`config.mk`:
```
export PLATFORM = sky130hd
export DESIGN_NAME = sram_host_ctrl
export DESIGN_NICKNAME = d
export VERILOG_FILES = /design/src/rtl/sram_ctrl_pkg.sv /design/src/rtl/sram_seq_fsm.sv /design/src/rtl/sram_pin_decode.sv /design/src/rtl/sram_rd_capture.sv /design/src/rtl/sram_host_ctrl.sv
export SDC_FILE = /design/constraint.sdc
export NUM_CORES = 1
export LEC_CHECK = 0
export BUFFER_PORTS_ARGS = -buffer_cell sky130_fd_sc_hd__buf_2
export CAP_MARGIN = 5
export CORE_MARGIN = 2
export CORE_UTILIZATION = 48
export DETAILED_ROUTE_END_ITERATION = 6
export PLACE_DENSITY_LB_ADDON = 0.05
export SYNTH_ARGS = -nofsm -noshare
export SYNTH_HDL_FRONTEND = slang
export SYNTH_SLANG_ARGS = --single-unit
```
`constraint.sdc`:
```
create_clock -name clk -period 3.7 [get_ports clk]
set_input_delay 0.37 -clock clk [delete_from_list [all_inputs] [get_ports clk]]
set_output_delay 0.37 -clock clk [all_outputs]
set_load 0.02 [all_outputs]
```
`src/rtl/sram_ctrl_pkg.sv`:
```
`timescale 1ns/1ps
// Shared types and elaboration-time helpers for the SRAM host controller.
// Assumes all timing limits are positive integers in nanoseconds.
package sram_ctrl_pkg;

    typedef enum logic [2:0] {
        ST_IDLE   = 3'd0,
        ST_SETUP  = 3'd1,
        ST_STROBE = 3'd2,
        ST_HOLD   = 3'd3,
        ST_TURN   = 3'd4
    } seq_state_e;

    // Round a nanosecond limit up to whole clocks, never below one.
    function automatic int ns_to_cycles(input int ns, input int period_ns);
        int c;
        c = (ns + period_ns - 1) / period_ns;
        return (c < 1) ? 1 : c;
    endfunction

    function automatic int max2(input int a, input int b);
        return (a > b) ? a : b;
    endfunction

endpackage

```
`src/rtl/sram_seq_fsm.sv`:
```
`timescale 1ns/1ps
// Phase sequencer: accepts a request in idle, latches it, and steps through
// setup, strobe, hold and turnaround using a down-counter for multi-cycle
// phases. Assumes the strobe and turnaround counts are at least one.
module sram_seq_fsm
    import sram_ctrl_pkg::*;
#(
    parameter int ADDR_W = 13,
    parameter int DATA_W = 8,
    parameter int RD_STB = 1,
    parameter int WR_STB = 1,
    parameter int TA_CYC = 1,
    parameter int CNT_W  = 1
) (
    input  logic              clk,
    input  logic              rst_n,
    input  logic              req_valid,
    input  logic              req_we,
    input  logic [ADDR_W-1:0] req_addr,
    input  logic [DATA_W-1:0] req_wdata,
    output seq_state_e        state,
    output logic              lat_we,
    output logic [ADDR_W-1:0] lat_addr,
    output logic [DATA_W-1:0] lat_wdata,
    output logic              rd_capture,
    output logic              done
);

    logic [CNT_W-1:0] cnt;
    logic             last_strobe;

    // Final cycle of the strobe phase.
    assign last_strobe = (state == ST_STROBE) && (cnt == '0);
    // Read data is taken on the final strobe cycle of a read only.
    assign rd_capture  = last_strobe && !lat_we;

    // State, phase counter, latched request and done pulse.
    always_ff @(posedge clk) begin
        if (!rst_n) begin
            state     <= ST_IDLE;
            cnt       <= '0;
            lat_we    <= 1'b0;
            lat_addr  <= '0;
            lat_wdata <= '0;
            done      <= 1'b0;
        end else begin
            done <= 1'b0;
            case (state)
                ST_IDLE: begin
                    if (req_valid) begin
                        lat_we    <= req_we;
                        lat_addr  <= req_addr;
                        lat_wdata <= req_wdata;
                        state     <= ST_SETUP;
                    end
                end
                ST_SETUP: begin
                    cnt   <= lat_we ? CNT_W'(WR_STB - 1) : CNT_W'(RD_STB - 1);
                    state <= ST_STROBE;
                end
                ST_STROBE: begin
                    if (last_strobe) begin
                        done  <= 1'b1;
                        state <= ST_HOLD;
                    end else begin
                        cnt <= cnt - 1'b1;
                    end
                end
                ST_HOLD: begin
                    cnt   <= CNT_W'(TA_CYC - 1);
                    state <= ST_TURN;
                end
                ST_TURN: begin
                    if (cnt == '0) state <= ST_IDLE;
                    else           cnt   <= cnt - 1'b1;
                end
                default: state <= ST_IDLE;
            endcase
        end
    end

endmodule

```
`src/rtl/sram_pin_decode.sv`:
```
`timescale 1ns/1ps
// Decodes memory pin levels from the sequencer state and the latched
// request. Selects span setup, strobe and hold; write data is driven
// for the whole selected window of a write.
module sram_pin_decode
    import sram_ctrl_pkg::*;
(
    input  seq_state_e state,
    input  logic       lat_we,
    output logic       sel,
    output logic       we_n,
    output logic       oe_n,
    output logic       dq_oe,
    output logic       ready
);

    // Pin levels as a pure function of phase and direction.
    always_comb begin
        sel   = (state == ST_SETUP) || (state == ST_STROBE) || (state == ST_HOLD);
        we_n  = !((state == ST_STROBE) && lat_we);
        oe_n  = !((state == ST_STROBE) && !lat_we);
        dq_oe = sel && lat_we;
        ready = (state == ST_IDLE);
    end

endmodule

```
`src/rtl/sram_rd_capture.sv`:
```
`timescale 1ns/1ps
// Read-data register: loads the memory's word when told to and holds it
// otherwise. Assumes the load strobe comes while the output enable is low.
module sram_rd_capture #(
    parameter int DATA_W = 8
) (
    input  logic              clk,
    input  logic              rst_n,
    input  logic              load,
    input  logic [DATA_W-1:0] din,
    output logic [DATA_W-1:0] dout
);

    // Hold the last read word until the next read finishes.
    always_ff @(posedge clk) begin
        if (!rst_n)    dout <= '0;
        else if (load) dout <= din;
    end

endmodule

```
`src/rtl/sram_host_ctrl.sv`:
```
`timescale 1ns/1ps
// Synchronous host controller for an asynchronous 8-bit static RAM.
// Derives phase lengths from CLK_NS and the memory's nanosecond limits,
// then sequences selects, strobes and data drivers to meet them.
// Assumes mem_din is already synchronous enough to sample after the
// access time, i.e. the board delay is inside the limits given.
module sram_host_ctrl
    import sram_ctrl_pkg::*;
#(
    parameter int ADDR_W       = 13,
    parameter int DATA_W       = 8,
    parameter int CLK_NS       = 20,
    parameter int T_ACCESS_NS  = 20,
    parameter int T_OE_NS      = 10,
    parameter int T_WPULSE_NS  = 15,
    parameter int T_WCYCLE_NS  = 20,
    parameter int T_DSETUP_NS  = 10,
    parameter int T_RELEASE_NS = 8
) (
    input  logic              clk,
    input  logic              rst_n,
    input  logic              req_valid,
    output logic              req_ready,
    input  logic              req_we,
    input  logic [ADDR_W-1:0] req_addr,
    input  logic [DATA_W-1:0] req_wdata,
    output logic              done,
    output logic [DATA_W-1:0] rdata,
    output logic              mem_cs_n,
    output logic              mem_cs,
    output logic              mem_we_n,
    output logic              mem_oe_n,
    output logic [ADDR_W-1:0] mem_addr,
    output logic [DATA_W-1:0] mem_dout,
    input  logic [DATA_W-1:0] mem_din,
    output logic              mem_dq_oe
);

    localparam int RD_STB = max2(ns_to_cycles(T_ACCESS_NS, CLK_NS),
                                 ns_to_cycles(T_OE_NS, CLK_NS));
    localparam int WR_STB = max2(max2(ns_to_cycles(T_WPULSE_NS, CLK_NS),
                                      ns_to_cycles(T_DSETUP_NS, CLK_NS)),
                                 ns_to_cycles(T_WCYCLE_NS, CLK_NS) - 2);
    localparam int TA_CYC = ns_to_cycles(T_RELEASE_NS, CLK_NS);
    localparam int MAX_C  = max2(max2(RD_STB, WR_STB), TA_CYC);
    localparam int CNT_W  = (MAX_C > 1) ? $clog2(MAX_C) : 1;

    seq_state_e        state;
    logic              lat_we;
    logic              rd_capture;
    logic              sel;

    sram_seq_fsm #(
        .ADDR_W(ADDR_W), .DATA_W(DATA_W), .RD_STB(RD_STB),
        .WR_STB(WR_STB), .TA_CYC(TA_CYC), .CNT_W(CNT_W)
    ) u_fsm (
        .clk(clk), .rst_n(rst_n), .req_valid(req_valid), .req_we(req_we),
        .req_addr(req_addr), .req_wdata(req_wdata), .state(state),
        .lat_we(lat_we), .lat_addr(mem_addr), .lat_wdata(mem_dout),
        .rd_capture(rd_capture), .done(done)
    );

    sram_pin_decode u_pins (
        .state(state), .lat_we(lat_we), .sel(sel), .we_n(mem_we_n),
        .oe_n(mem_oe_n), .dq_oe(mem_dq_oe), .ready(req_ready)
    );

    sram_rd_capture #(.DATA_W(DATA_W)) u_cap (
        .clk(clk), .rst_n(rst_n), .load(rd_capture),
        .din(mem_din), .dout(rdata)
    );

    // Both chip selects follow one internal select.
    assign mem_cs_n = !sel;
    assign mem_cs   = sel;

endmodule

```
==> results.yml <==
setup_path:
  critical-path-slowest-cell: "dfxtp_1"
  cp_max_fo: 9
  cpPeakStageDelay_ps: 590
  cp_top_family: "flip-flops"
  crit_buf_inv: 2
  criticalPathCategory: "reg2out"
  path_cells: "nor2_1, or2_2, inv_1, and2_1, buf_2"
  required_ps: 3330
  rrSetupSlack_ps: 2130
  crit_path_end_kind: "primary output"
  start_kind: "flop"
  arrival_ps: 1700
grt:
  antenna_found_initial: 0
  grt_use_met2: 0.320
  gr-usage-all-layers: 0.191
  grt_util_met3: 0.0513
  overflow: 0
  grt_max_degree: 65
  use_met1: 0.227
  grt_pass1_vias: 1152
  grt_pass1_wl_um: 4890
  top_usage_layer: "met2"
cts:
  cts_tree: "yes"
  cts_made_buffers: 5
  clock-sinks: 35
  post-cts-setup-buffers: 0
  clk_pin_slew_worst_paths_ps: 90
  clk_latency_ps: 320
  clock_path_buffers: 2
  cts-root-buf: "clkbuf_4"
  h-tree-depth: 2
  ctsHoldBuffers: 0
  cts-resized-gates: 0
min_path:
  hold_path.class: "in2reg"
finish:
  nFillCells: 247
  seqCellArea_sq_um: 701
  postLayoutCellArea_sq_um: 1750
  nets: 257
  fin_util: 0.634
  drive_above_1_share: 0.350
  multiInputGateArea_sq_um: 613
  finalNonFillerCells: 254
  diodes: 0
  area.growth.synth_to_final_pct: 25.0
placement:
  gp_congestion: 0.767
  dpl.hpwl_um: 2070
  dp.cells: 248
  dpl_cell_area_sq_um: 1710
  numPortBuffers: 68
power_and_ir_drop:
  ir_drop_v: 0.000364
  power.leakage_nw: 0.812
  power.density_nw_per_um2: 443
drt:
  drc: 0
  ant_nets: 0
  vias: 1262
  drt_iter0_drc: 52
  totalWireLength_um: 2900
  first_pass_iters: 4
  routedWlPerCell_um: 11.4
  vias_per_cell: 4.97
floorplan:
  die_w_um: 58.0
  ios: 69
  fp.coreArea_sq_um: 2760
  dieArea_sq_um: 3360
  rows: 19
  chipHeight_um: 58.0
  start_util: 0.507
yosys:
  syn_area_sq_um: 1400
  syn_area_per_cell_sq_um: 8.63
  synth-seq-area-share: 0.501
  yosys-top-cells-area: "dfxtp_1 (50%), nand2_1 (10%), nand3_1 (7.9%)"
  yosysWarnings: 0
  synth_top_area_share: 0.501
  syn-num-nets: 195
  ys_types: 27
  post-synth-top-area-cell: "dfxtp_1"
  syn-instance-count: 162
  synth-seq-cells: 35
timing:
  skew_ps: 5.55
  finalSetupViolCount: 0
  fin_crit_ps: 2070
  final-max-slew-violation-count: 0
  timing.fmax_mhz: 482
  slew_headroom: 0.346
  final-hold-violation-count: 0
  fin_setup_tns_ps: 0
  tightest_slew_ps: 980
  post-route-period-util: 0.560
  rsz0062_at_grt: "false"
status:
  outcome: "finished clean"
run:
  drv_cap: 0
registers in the layout, summed over array words and instances (netlist names):
| register | flops |
|---|---|
| u_fsm.done | 1 |
| u_cap.dout | 8 |
| u_fsm.lat_we | 1 |
| u_fsm.state | 3 |
| u_fsm.lat_addr | 13 |
| u_fsm.cnt | 1 |
| u_fsm.lat_wdata | 8 |
layout by cell type, fill, tap and decap left out, drive strengths merged, types with 2 or more instances in the layout:
cell type,n
o21ai,22
nand3,22
mux2i,9
buf,69
clkbuf,6
nor3,2
nor2,3
inv,2
and3,2
nand2b,2
dfxtp,35
nand2,39
Yosys cell counts:
| master | number |
|---|---|
| nand2_1 | 39 |
| xor2_1 | 1 |
| nand3_1 | 22 |
| nor2b_1 | 1 |
| nor4_4 | 1 |
| nor4b_4 | 1 |
| o21ai_0 | 18 |
| and3_1 | 2 |
| nand2b_1 | 1 |
| inv_1 | 2 |
| or2_2 | 1 |
| clkbuf_1 | 6 |
| a31oi_1 | 1 |
| xnor2_1 | 1 |
| nand2b_4 | 1 |
| and2_1 | 1 |
| nor2_1 | 3 |
| o21ai_1 | 4 |
| and3b_1 | 1 |
| buf_4 | 4 |
| clkbuf_2 | 2 |
| buf_1 | 1 |
| dfxtp_1 | 35 |
| mux2i_1 | 9 |
| nor3_1 | 2 |
| or3_1 | 1 |
| buf_6 | 1 |
final timing paths:
kind,start,end,cells past startpoint
setup / recovery,u_fsm.state[0],mem_dq_oe,5
setup reg to reg,u_fsm.state[1],u_cap.dout[0],3
hold / removal,req_we,u_fsm.lat_we,3
hold reg to reg,u_fsm.lat_wdata[5],u_fsm.lat_wdata[5],2
layout make-up:
class	instances	share of cell area
flip-flops and latches	35	0.401
multi-input cells	111	0.351
repair buffers	69	0.199
clock buffers	6	0.0236
well taps	31	0.0222
inverters	2	0.00429
logic make-up after synthesis:
kind of cell,after synthesis,synth area share
multiplexers,9,0.0644
buffers and inverters,16,0.0608
AO/OA/AOI/OAI,23,0.0832
flip-flops,35,0.501
XOR/XNOR,2,0.0125
AND/OR/NAND/NOR,77,0.278
through the flow:
| stage | total power [mW] | hold slack, ps | setup WS, ps |
|---|---|---|---|
| final | 0.775 | 260 | 1630 |
| after global routing | 0.829 | 255 | 1490 |
| after CTS | 0.787 | 249 | 1620 |
| after detailed placement | 0.610 | 440 | 1980 |
| after global placement | 0.602 | 434 | 2060 |
| after floorplan | 0.555 | 498 | 2020 |
report_power, final:
group          switching [mW]  total [mW]  internal, mW
Combinational           0.107       0.172        0.0654
Clock                   0.108       0.175        0.0676
Sequential             0.0214       0.427         0.406
layer usage:
| metal | vias up | routed length, um |
|---|---|---|
| met2 | 42 | 1450 |
| met5 | - | 0 |
| met1 | 556 | 1220 |
| met4 | 0 | 39 |
| met3 | 5 | 195 |
| li1 | 659 | - |
worst reg2reg max path: stages (launching register included):
cell and delay, ps:
dfxtp_1 580, nand2b_4 110, nor4_4 550, mux2i_1 270
No activity file was read; power rests on OpenSTA's default activity.
